[src/rtl/adc_sort_pkg.sv]
package adc_sort_pkg;

  localparam int unsigned NUM_SUB   = 4;
  localparam int unsigned PER_SUB   = 2;
  localparam int unsigned NUM_LANES = NUM_SUB * PER_SUB;
  localparam int unsigned NUM_CHAN  = 4;

  typedef enum logic [1:0] {
    MODE_QUAD = 2'b00,
    MODE_DUAL = 2'b01,
    MODE_MONO = 2'b10,
    MODE_RSVD = 2'b11
  } sort_mode_e;

  // Input field index feeding a given output lane.
  // Field = 2*sub + half, where half 0 is the earlier (delayed) sample.
  function automatic int unsigned src_field(sort_mode_e m, int unsigned lane);
    int unsigned sub;
    int unsigned half;
    int unsigned pos;
    int unsigned grp;
    case (m)
      MODE_DUAL: begin
        grp  = lane / 4;
        pos  = lane % 4;
        sub  = grp + 2 * (pos % 2);
        half = pos / 2;
      end
      MODE_MONO: begin
        sub  = lane % NUM_SUB;
        half = lane / NUM_SUB;
      end
      default: begin
        sub  = lane / PER_SUB;
        half = lane % PER_SUB;
      end
    endcase
    return PER_SUB * sub + half;
  endfunction

  function automatic logic [NUM_CHAN-1:0] chan_mask(sort_mode_e m);
    case (m)
      MODE_QUAD: return 4'b1111;
      MODE_DUAL: return 4'b0011;
      MODE_MONO: return 4'b0001;
      default:   return 4'b0000;
    endcase
  endfunction

endpackage

[src/rtl/adc_sort_modectl.sv]
module adc_sort_modectl
  import adc_sort_pkg::*;
(
  input  logic       clk,
  input  logic       rst,
  input  logic       in_valid,
  input  logic [1:0] in_mode,
  output sort_mode_e mode_q,
  output logic       accept
);

  logic drop_q;

  always_ff @(posedge clk) begin
    if (rst) begin
      mode_q <= MODE_QUAD;
      drop_q <= 1'b0;
    end else if (!in_valid && (sort_mode_e'(in_mode) != mode_q)) begin
      mode_q <= sort_mode_e'(in_mode);
      drop_q <= 1'b1;
    end else if (in_valid) begin
      drop_q <= 1'b0;
    end
  end

  assign accept = in_valid && !drop_q && (mode_q != MODE_RSVD);

endmodule

[src/rtl/adc_sort_xbar.sv]
module adc_sort_xbar
  import adc_sort_pkg::*;
#(
  parameter int unsigned SAMPLE_W = 12,
  localparam int unsigned WORD_W  = NUM_LANES * SAMPLE_W
) (
  input  sort_mode_e        mode,
  input  logic [WORD_W-1:0] din,
  output logic [WORD_W-1:0] dout
);

  for (genvar l = 0; l < NUM_LANES; l++) begin : g_lane
    localparam int unsigned F_QUAD = src_field(MODE_QUAD, l);
    localparam int unsigned F_DUAL = src_field(MODE_DUAL, l);
    localparam int unsigned F_MONO = src_field(MODE_MONO, l);

    always_comb begin
      case (mode)
        MODE_DUAL: dout[l*SAMPLE_W +: SAMPLE_W] = din[F_DUAL*SAMPLE_W +: SAMPLE_W];
        MODE_MONO: dout[l*SAMPLE_W +: SAMPLE_W] = din[F_MONO*SAMPLE_W +: SAMPLE_W];
        default:   dout[l*SAMPLE_W +: SAMPLE_W] = din[F_QUAD*SAMPLE_W +: SAMPLE_W];
      endcase
    end
  end

endmodule

[src/rtl/adc_sort_top.sv]
module adc_sort_top
  import adc_sort_pkg::*;
#(
  parameter int unsigned SAMPLE_W = 12,
  localparam int unsigned WORD_W  = NUM_LANES * SAMPLE_W
) (
  input  logic                clk,
  input  logic                rst,
  input  logic                in_valid,
  input  logic [1:0]          in_mode,
  input  logic [WORD_W-1:0]   in_data,
  output logic                out_valid,
  output logic [NUM_CHAN-1:0] out_chmask,
  output logic [WORD_W-1:0]   out_lanes
);

  sort_mode_e        mode_q;
  logic              accept;
  logic [WORD_W-1:0] lanes_c;

  adc_sort_modectl u_ctl (
    .clk      (clk),
    .rst      (rst),
    .in_valid (in_valid),
    .in_mode  (in_mode),
    .mode_q   (mode_q),
    .accept   (accept)
  );

  adc_sort_xbar #(.SAMPLE_W(SAMPLE_W)) u_xbar (
    .mode (mode_q),
    .din  (in_data),
    .dout (lanes_c)
  );

  always_ff @(posedge clk) begin
    if (rst) begin
      out_valid  <= 1'b0;
      out_chmask <= '0;
      out_lanes  <= '0;
    end else begin
      out_valid  <= accept;
      out_chmask <= accept ? chan_mask(mode_q) : '0;
      if (accept) out_lanes <= lanes_c;
    end
  end

endmodule

[config.mk]
export PLATFORM = sky130hd
export DESIGN_NAME = adc_sort_top
export DESIGN_NICKNAME = d
export VERILOG_FILES = /design/src/rtl/adc_sort_pkg.sv /design/src/rtl/adc_sort_modectl.sv /design/src/rtl/adc_sort_xbar.sv /design/src/rtl/adc_sort_top.sv
export SDC_FILE = /design/constraint.sdc
export NUM_CORES = 1
export LEC_CHECK = 0
export CAP_MARGIN = 20
export CORE_MARGIN = 10
export CORE_UTILIZATION = 49
export CTS_BUF_LIST = sky130_fd_sc_hd__clkbuf_2
export DETAILED_ROUTE_END_ITERATION = 7
export DONT_BUFFER_PORTS = 1
export SLEW_MARGIN = 20
export SYNTH_ARGS = -nofsm -noshare
export SYNTH_HDL_FRONTEND = slang
export SYNTH_HIERARCHICAL = 1
export SYNTH_SLANG_ARGS = --single-unit
[constraint.sdc]
create_clock -name clk -period 3.74 [get_ports clk]
set_input_delay 0.748 -clock clk [delete_from_list [all_inputs] [get_ports clk]]
set_output_delay 0.748 -clock clk [all_outputs]
set_load 0.05 [all_outputs]
# Word-level counts from Yosys, hierarchy flattened
# Index checks and enable logic that the tools add are counted.
# op_classes
n_eq_ne	4
n_mux	9
bitwise_logic	1
n_reduce_logical	8
# op_table
op	n
$pmux 12 s2	6
$pmux 4 s3	1
$logic_and 1x1->1	3
$eq 2x1->1 const B	1
$eq 2x2->1 const B	1
$logic_not 1->1	2
$logic_not 2->1	1
$mux 1	2
$ne 2x2->1	1
$ne 2x2->1 const B	1
$reduce_bool 2->1	1
$reduce_or 2->1	1
$not 1->1	1
# word_totals
ff_bits	104
inputBits	101
output_inout_bits	101
wordCells	27

# Logic depth before layout (Yosys ltp)
# Gate-level depths: netlist of run 1.
# logic_depth
depth_word	5
depth_mapped	9
ltp_nobuf	6

# Cells and area by module
# The synthesis of run 1 kept the hierarchy.
# modules_own_cells
mod	n_inst	cells_per_inst	area_each_um2
adc_sort_top	1	320	3540.9
adc_sort_xbar	1	276	1710.4
adc_sort_modectl	1	13	128.9

# Worst setup path after synthesis of run 1
# Ideal clock, no wire load.
# synth_timing
path_type	in2reg
start	input port in_valid
end	register out_lanes[51]
arrival_ns	1.654
setup_slack_ns	1.959
cell_stages	7
n_path_buf	3
cell_sequence	inv_1 a211oi_1 buf_4 buf_8 buf_12 mux2i_1 nor2_1
# synth_between
elab_chain_len	2
# synth_rtl
element	line_no	source
from (decl)	adc_sort_top.sv:9	input logic in_valid,
$logic_and 1x1->1 (2 in series)	adc_sort_modectl.sv:26	assign accept = in_valid && !drop_q && (mode_q != MODE_RSVD);
via accept	adc_sort_top.sv:18	logic accept;
to (signal assigned)	adc_sort_top.sv:44	if (accept) out_lanes <= lanes_c;
to (decl)	adc_sort_top.sv:14	output logic [WORD_W-1:0] out_lanes
# The timed path passes the listed nets, and every way through them passes these cells.
# A chain may end at the register's enable or synchronous reset.

# Worst setup path after layout of run 1
# layout_timing
start	register u_ctl.mode_q[0]
end	register out_lanes[60]
# layout_between
elab_chain_len	2
word_cells_on_any_way	5
classes_between	3 x eq/ne; 1 x mux; 1 x reduce/logical
# layout_rtl
element	line_no	source
from (decl)	adc_sort_modectl.sv:8	output sort_mode_e mode_q,
from (signal assigned)	adc_sort_modectl.sv:19	mode_q <= sort_mode_e'(in_mode);
$eq 2x2->1 / $eq 2x1->1 (equally long branches)	adc_sort_xbar.sv:18	case (mode)
$pmux 12 s2 (*)	adc_sort_xbar.sv:18	
via lanes_c[60]	adc_sort_top.sv:19	logic [WORD_W-1:0] lanes_c;
# The timed path passes the listed nets; every way through them passes the cells marked *.

==> results.md, run 1 <==
- Run status: completed
- Number of placement rows: 38
- Post-Syn Area: 5380 µm²
- Class of the most critical setup path: flop to flop
- Cell type with the highest aggregate area in the netlist: sky130_fd_sc_hd__dfxtp_1
- Post-DP HPWL: 9.493 mm
- Share of layout cells above drive strength 1: 3.473%
- CTS root buf: sky130_fd_sc_hd__clkbuf_2
- Area contributors post-synth: sky130_fd_sc_hd__dfxtp_1 (38%), sky130_fd_sc_hd__mux2i_1 (18%), sky130_fd_sc_hd__a22oi_1 (10%), sky130_fd_sc_hd__nor2_1 (7.0%), sky130_fd_sc_hd__o21ai_1 (6.7%)
- Detailed Route WL: 13.34 mm
- Cell area power density: 461.9 nW/µm²
- Endpoint of the most critical register-to-register path: out_lanes[60]
- Clock slew at the register clock pins of the worst setup and hold paths: 0.24 ns
- Residual DRC count: 0
- Source-to-sink clock delay at the later pin of the worst-skew pair: 0.58 ns
- Largest net degree at the start of global routing: 101
- Die footprint: 15570 µm²
- Period Utilization, post-route: 63.70%
- Fraction of the yosys area taken by sequential cells: 38.33%
- Core Area: 10790 µm²
- Nets: 648
- CP max-delay cell: sky130_fd_sc_hd__ha_2
- Worst r2r src: u_ctl/mode_q[0]
- IO buf count: 0
- Routed Antenna Nets: 0
- Hold buffer count at CTS: 0
- Setup TNS Final: 0 ns
- RSZ-0062 raised after global routing: false
- Clock skew: 0.02081 ns
- Maximum fanout along the worst path: 45
- Setup violations, final: 0
- Wire length of the first global-routing pass: 20.75 mm
- Maximum VDD drop: 0.1935 mV
- Die Span Y: 124.8 µm
- Final-report hold violation count: 0
- Via count of the routed design: 3960
- Required time worst endpoint: 4.27 ns
- Hold Path Class: primary input to flop
- Endpoint, Worst Hold: out_lanes[25]
- Slack of the worst reg-to-reg path: 1.36 ns
- Number of vias per cell: 5.764
- Crit start category: flop
- Worst slew margin relative to its limit: 36.94%
- Worst Hold Path Cells: 1
- Worst-path cell chain: ha_2 -> buf_4 -> a22oi_1 -> o21ai_1 -> mux2i_1 -> nor2_1
- Post-CTS setup buffer count: 0
- Top cell type's share of synthesized area: 38.33%
- Net count of the mapped netlist: 712
- Die Span X: 124.8 µm
- Overall Global Routing Usage: 16.21%
- Yosys warnings: 6
- Antenna cells: 0
- CTS buffer count: 9
- CP peak stage delay: 0.82 ns
- Leak: 2.008 nW
- Max Cap Violations: 0
- Via count of the first global-routing pass: 3569
- Max H-tree Level: 3
- Worst reg-to-reg path cell count: 6
- Total congestion overflow: 0
- Worst hold margin: 0.1938 ns
- Starting density of the core: 49.85%
- Signal arrival time at the worst endpoint: 2.92 ns
- # IOs: 202
- Hold path startpoint: rst
- Number of clock sinks: 103
- Count of different cell masters after synthesis: 20
- Syn_area_per_cell: 8.834 µm²
- Final weighted congestion in routability-driven placement: 0.7844
- Area overhead of the layout relative to synthesis: -7.000%
- Average routed wire per standard cell: 19.42 µm
- Detailed Route Iter0 Violations: 363
- Iteration count of the initial detailed-routing pass: 5
- Worst Max-Slew Pin Slew: 0.9445 ns
- TritonCTS clock tree: built
- Gates resized, CTS repair: 0
- Time the worst path needs with I/O delays and setup: 2.382 ns
- FMAX: 0.4198 GHz
- Yosys reg bits: 103
- Initial antenna violation count: 0
- Number of instances in the synthesized netlist: 609
- Fin. max-slew vios: 0
- Crit. End Element: flop
- Maximum buffer depth of the clock tree: 2
[state kept, by name, summed over array words and instances, names as in the netlist]
signal        flops
out_chmask        3
out_lanes        96
out_valid         1
u_ctl/drop_q      1
u_ctl/mode_q      2
[cell usage after synthesis]
library cell                 n
sky130_fd_sc_hd__nand2_1    72
sky130_fd_sc_hd__o21ai_1    72
sky130_fd_sc_hd__nor2_1    100
sky130_fd_sc_hd__mux2i_1    98
sky130_fd_sc_hd__clkbuf_1    9
sky130_fd_sc_hd__xor2_1      2
sky130_fd_sc_hd__nand2b_1    1
sky130_fd_sc_hd__buf_12      5
sky130_fd_sc_hd__buf_6      21
sky130_fd_sc_hd__o31a_1      1
sky130_fd_sc_hd__a22oi_1    72
sky130_fd_sc_hd__nor3_1      1
sky130_fd_sc_hd__a21oi_1     1
sky130_fd_sc_hd__buf_8       3
sky130_fd_sc_hd__inv_1       4
sky130_fd_sc_hd__dfxtp_1   103
sky130_fd_sc_hd__buf_2       9
sky130_fd_sc_hd__ha_1        2
sky130_fd_sc_hd__buf_4      32
sky130_fd_sc_hd__a211oi_1    1
[worst max-delay path: cells and delay by family, from the launching register on]
family / cells / cell delay [ns]
flip-flops: 1 / 0.56
multiplexers: 1 / 0.09
AND/OR/NAND/NOR: 1 / 0.10
buffers and inverters: 1 / 0.44
adder cells (fa/ha/maj): 1 / 0.82
AO/OA/AOI/OAI: 2 / 0.31
[worst max path at each step]
stage / cells after the start / to / startpoint
6_report: 6 / out_lanes[60] / u_ctl/mode_q[0]
3_5_place_dp: 6 / out_lanes[21] / u_ctl/mode_q[0]
3_3_place_gp: 6 / out_lanes[61] / u_ctl/mode_q[0]
5_1_grt: 6 / out_lanes[73] / u_ctl/mode_q[0]
4_1_cts: 0 / out_chmask[2] / out_chmask[2]
2_1_floorplan: 7 / out_lanes[51] / in_valid
[through the flow]
step	total power, W	area, µm²	cells	setup slack [ns]	utilization [%]
finish	0.002311	5004	687	1.358	46.36
CTS	0.002353	5004	687	1.336	46.36
floorplan	0.001925	5380	609	1.959	-
detailed placement	0.001917	4937	674	1.440	45.75
global placement	0.001907	4937	674	1.539	45.75
global route	0.002440	5004	687	1.141	46.36
[per-layer routing]
metal | vias to the layer above | track usage, % | share of wire (%)
li1 | 1955 | - | -
met1 | 1832 | 18.49 | 38
met2 | 163 | 24.26 | 45
met3 | 10 | 9.660 | 15
met4 | 0 | 6.169 | 1.3
met5 | - | 0 | 0
[cell usage in the layout, fill, tap and decap left out, drive strengths merged, types with 2 or more instances in the layout]
cell,n
a22oi,72
buf,4
clkbuf,11
dfxtp,103
ha,2
inv,4
mux2i,98
nand2,72
nor2,100
o21ai,72
xor2,2
[where the power goes]
group	switching, W	internal [W]	leakage, nW
combinational	0.000210	0.000167	1.12
sequential	0.000334	0.00118	0.845
clock	0.000341	0.0000800	0.0474
[cells by family (layout without fill, tap and decap cells)]
group	Yosys count	count (layout)	share of synthesized area, %
and+or+nand+nor	174	174	12.21
muxes	98	98	18.23
adders and majority gates	2	2	0.4650
AOI/OAI and AO/OA	147	147	17.14
DFF	103	103	38.33
xor gates and xnor gates	2	2	0.3256
buffers and inverters	83	21	13.30
[cell type report]
cell class	instances	area [µm²]
timing repair buffer	4	55.05
fill	1049	5789
sequential	103	2062
tap	140	175.2
inverter	4	15.01
clock buffer	11	55.05
clock inverter	2	11.26
multi-input combinational	423	2630
Note: power is estimated with default switching activity, not from simulation.
==> run 2: changes to the inputs <==
--- a/config.mk
+++ b/config.mk
@@ -11,6 +11,7 @@
 export CTS_BUF_LIST = sky130_fd_sc_hd__clkbuf_2
 export DETAILED_ROUTE_END_ITERATION = 7
 export DONT_BUFFER_PORTS = 1
+export PLACE_DENSITY = 0.66
 export SLEW_MARGIN = 20
 export SYNTH_ARGS = -nofsm -noshare
 export SYNTH_HDL_FRONTEND = slang
==> constraint.sdc (replaced) <==
create_clock -name clk -period 2.17 [get_ports clk]
set_input_delay 0.434 -clock clk [delete_from_list [all_inputs] [get_ports clk]]
set_output_delay 0.434 -clock clk [all_outputs]
set_load 0.05 [all_outputs]
==> results.md, run 2 (synthesis gave the netlist of run 1 again) <==
- Filler Cell Count: 990 (was 1049)
- Setup violations, final: 0 (unchanged)
- Maximum buffer depth of the clock tree: 2 (unchanged)
- Maximum VDD drop: 0.6299 mV (was 0.1935 mV)
- Detailed Route Iter0 Violations: 293 (was 363)
- Max H-tree Level: 3 (unchanged)
- Worst reg-to-reg path cell count: 5 (was 6)
- Number of placement rows: 38 (unchanged)
- Detailed Route WL: 14.26 mm (was 13.34 mm)
- FMAX: 0.4891 GHz (was 0.4198 GHz)
- Cell area reported after detailed placement: 4985 µm² (was 4937 µm²)
- Time the worst path needs with I/O delays and setup: 2.044 ns (was 2.382 ns)
- Most common cell after layout, fill and taps aside: sky130_fd_sc_hd__dfxtp_1 (unchanged)
- Number of vias per cell: 5.728 (was 5.764)
- Die Span Y: 124.8 µm (unchanged)
- CTS buffer count: 9 (unchanged)
- Run status: completed (unchanged)
- Leak: 2.202 nW (was 2.008 nW)
- Core Area: 10790 µm² (unchanged)
- Crit start category: flop (unchanged)
- Starting density of the core: 49.85% (unchanged)
- Worst hold margin: 0.05510 ns (was 0.1938 ns)
- Residual DRC count: 0 (unchanged)
- Signal arrival time at the worst endpoint: 2.58 ns (was 2.92 ns)
- Wire length of the first global-routing pass: 21.63 mm (was 20.75 mm)
- Post-layout utilization of the core: 50.50% (was 46.36%)
- TritonCTS clock tree: built (unchanged)
- Antenna cells: 0 (unchanged)
- Gates resized, CTS repair: 0 (unchanged)
- Hold Path Class: primary input to flop (unchanged)
- Worst slew margin relative to its limit: 57.68% (was 36.94%)
- RSZ-0062 raised after global routing: false (unchanged)
- Hold path startpoint: in_mode[0] (was rst)
- Area overhead of the layout relative to synthesis: 1.302% (was -7.000%)
- Post-DP HPWL: 9.741 mm (was 9.493 mm)
- Die Span X: 124.8 µm (unchanged)
- Nets: 683 (was 648)
- Initial antenna violation count: 0 (unchanged)
- Endpoint of the most critical register-to-register path: out_lanes[1] (was out_lanes[60])
- Launching element of the worst setup path: u_ctl/mode_q[1] (was u_ctl/mode_q[0])
- Worst r2r src: u_ctl/mode_q[1] (was u_ctl/mode_q[0])
- Slack of the worst reg-to-reg path: 0.13 ns (was 1.36 ns)
- Setup TNS Final: 0 ns (unchanged)
- Share of layout cells above drive strength 1: 4.615% (was 3.473%)
- Via count of the routed design: 4153 (was 3960)
- Average routed wire per standard cell: 19.66 µm (was 19.42 µm)
- # IOs: 202 (unchanged)
- Fin. max-slew vios: 0 (unchanged)
- IO buf count: 0 (unchanged)
- Cell area power density: 787.6 nW/µm² (was 461.9 nW/µm²)
- Final std cell area, no fill: 5450 µm² (was 5004 µm²)
- Clock skew: 0.02563 ns (was 0.02081 ns)
- Largest net degree at the start of global routing: 101 (unchanged)
- Critical Path Sink: out_lanes[1] (was out_lanes[60])
- Total congestion overflow: 0 (unchanged)
- Number of clock sinks: 103 (unchanged)
- Iteration count of the initial detailed-routing pass: 5 (unchanged)
- Overall Global Routing Usage: 17.02% (was 16.21%)
- Via count of the first global-routing pass: 3770 (was 3569)
- Final-report hold violation count: 0 (unchanged)
- Highest-count cells in the layout ignoring fill and taps: sky130_fd_sc_hd__dfxtp_1 (103), sky130_fd_sc_hd__nor2_1 (100), sky130_fd_sc_hd__mux2i_1 (98) (unchanged)
- Clock slew at the register clock pins of the worst setup and hold paths: 0.28 ns (was 0.24 ns)
- Required time worst endpoint: 2.71 ns (was 4.27 ns)
- Period Utilization, post-route: 94.21% (was 63.70%)
- Worst Max-Slew Pin Slew: 0.6339 ns (was 0.9445 ns)
- Class of the most critical setup path: flop to flop (unchanged)
- Largest register FFs: 96 (unchanged)
- Crit. End Element: flop (unchanged)
- Source-to-sink clock delay at the later pin of the worst-skew pair: 0.61 ns (was 0.58 ns)
- Maximum fanout along the worst path: 36 (was 45)
- CTS root buf: sky130_fd_sc_hd__clkbuf_2 (unchanged)
- Largest reg by FF count: out_lanes (unchanged)
- Routed Antenna Nets: 0 (unchanged)
- Overall power consumption: 0.004292 W (was 0.002311 W)
- Die footprint: 15570 µm² (unchanged)
- Regs by FF count: out_lanes (96), out_chmask (3), u_ctl/mode_q (2) (unchanged)
- Final weighted congestion in routability-driven placement: 0.8146 (was 0.7844)
- Max Cap Violations: 0 (unchanged)
==> run 2: cell types whose count changed in the layout (fill, tap and decap cells not counted) <==
cell,change
sky130_fd_sc_hd__dlygate4sd3_1,+30
sky130_fd_sc_hd__buf_12,+3
sky130_fd_sc_hd__clkbuf_2,-2
sky130_fd_sc_hd__clkinv_4,+2
sky130_fd_sc_hd__buf_16,+1
sky130_fd_sc_hd__buf_4,+1
sky130_fd_sc_hd__bufinv_16,+1
sky130_fd_sc_hd__clkinv_2,+1
sky130_fd_sc_hd__inv_6,+1
==> run 2: worst max-delay path: stages (launching register included) <==
cell                            delay (ns)
sky130_fd_sc_hd__dfxtp_1              0.49
sky130_fd_sc_hd__a211oi_4             0.36
sky130_fd_sc_hd__buf_12               0.29
sky130_fd_sc_hd__mux2i_1              0.21
sky130_fd_sc_hd__nor2_1               0.05
sky130_fd_sc_hd__dlygate4sd3_1        0.55
==> run 2: worst min path at each step <==
| stage | end | depth (start not counted) |
|---|---|---|
| finish | u_ctl/drop_q | 2 |
| global route | out_lanes[55] | 4 |
| CTS | out_lanes[68] | 4 |
| detailed placement | u_ctl/mode_q[1] | 1 |
| global placement | out_lanes[6] | 1 |
| floorplan | u_ctl/drop_q | 1 |
==> run 2: layout make-up <==
| class | count | area, µm² | share of cell area [%] |
|---|---|---|---|
| well taps | 140 | 175.2 | 3.214 |
| inverters | 4 | 15.01 | 0.2755 |
| clock buffers | 9 | 45.04 | 0.8264 |
| clock inverters | 7 | 72.57 | 1.331 |
| flip-flops and latches | 103 | 2062 | 37.83 |
| repair buffers | 39 | 450.4 | 8.264 |
| multi-input cells | 423 | 2630 | 48.26 |
==> run 2: what timing repair did <==
item | CTS | global route
setup buffers | 0 | 1
hold buffers | 30 | 1
endpoints found under the setup margin | 0 | 6
hold endpoints to repair | 102 | 1
==> run 2: layer usage <==
layer	part of all wire [%]	vias up	global-route usage, %
met1	36	1927	17.56
met4	1.2	0	5.963
li1	-	2035	-
met5	0	-	0
met3	15	17	10.81
met2	48	174	27.51
==> run 2: stage by stage <==
stage	worst slack, ns	std cells
final	0.1256	725
after global routing	0.03019	725
after CTS	0.1140	723
after detailed placement	0.2440	677
after global placement	0.3792	677
after floorplan	0.6403	609
==> run 2: where the power goes <==
| group | internal, W | switching (W) | total, W |
|---|---|---|---|
| logic | 0.000346 | 0.000421 | 0.000767 |
| registers | 0.00203 | 0.000569 | 0.00260 |
| clock network | 0.000269 | 0.000656 | 0.000925 |
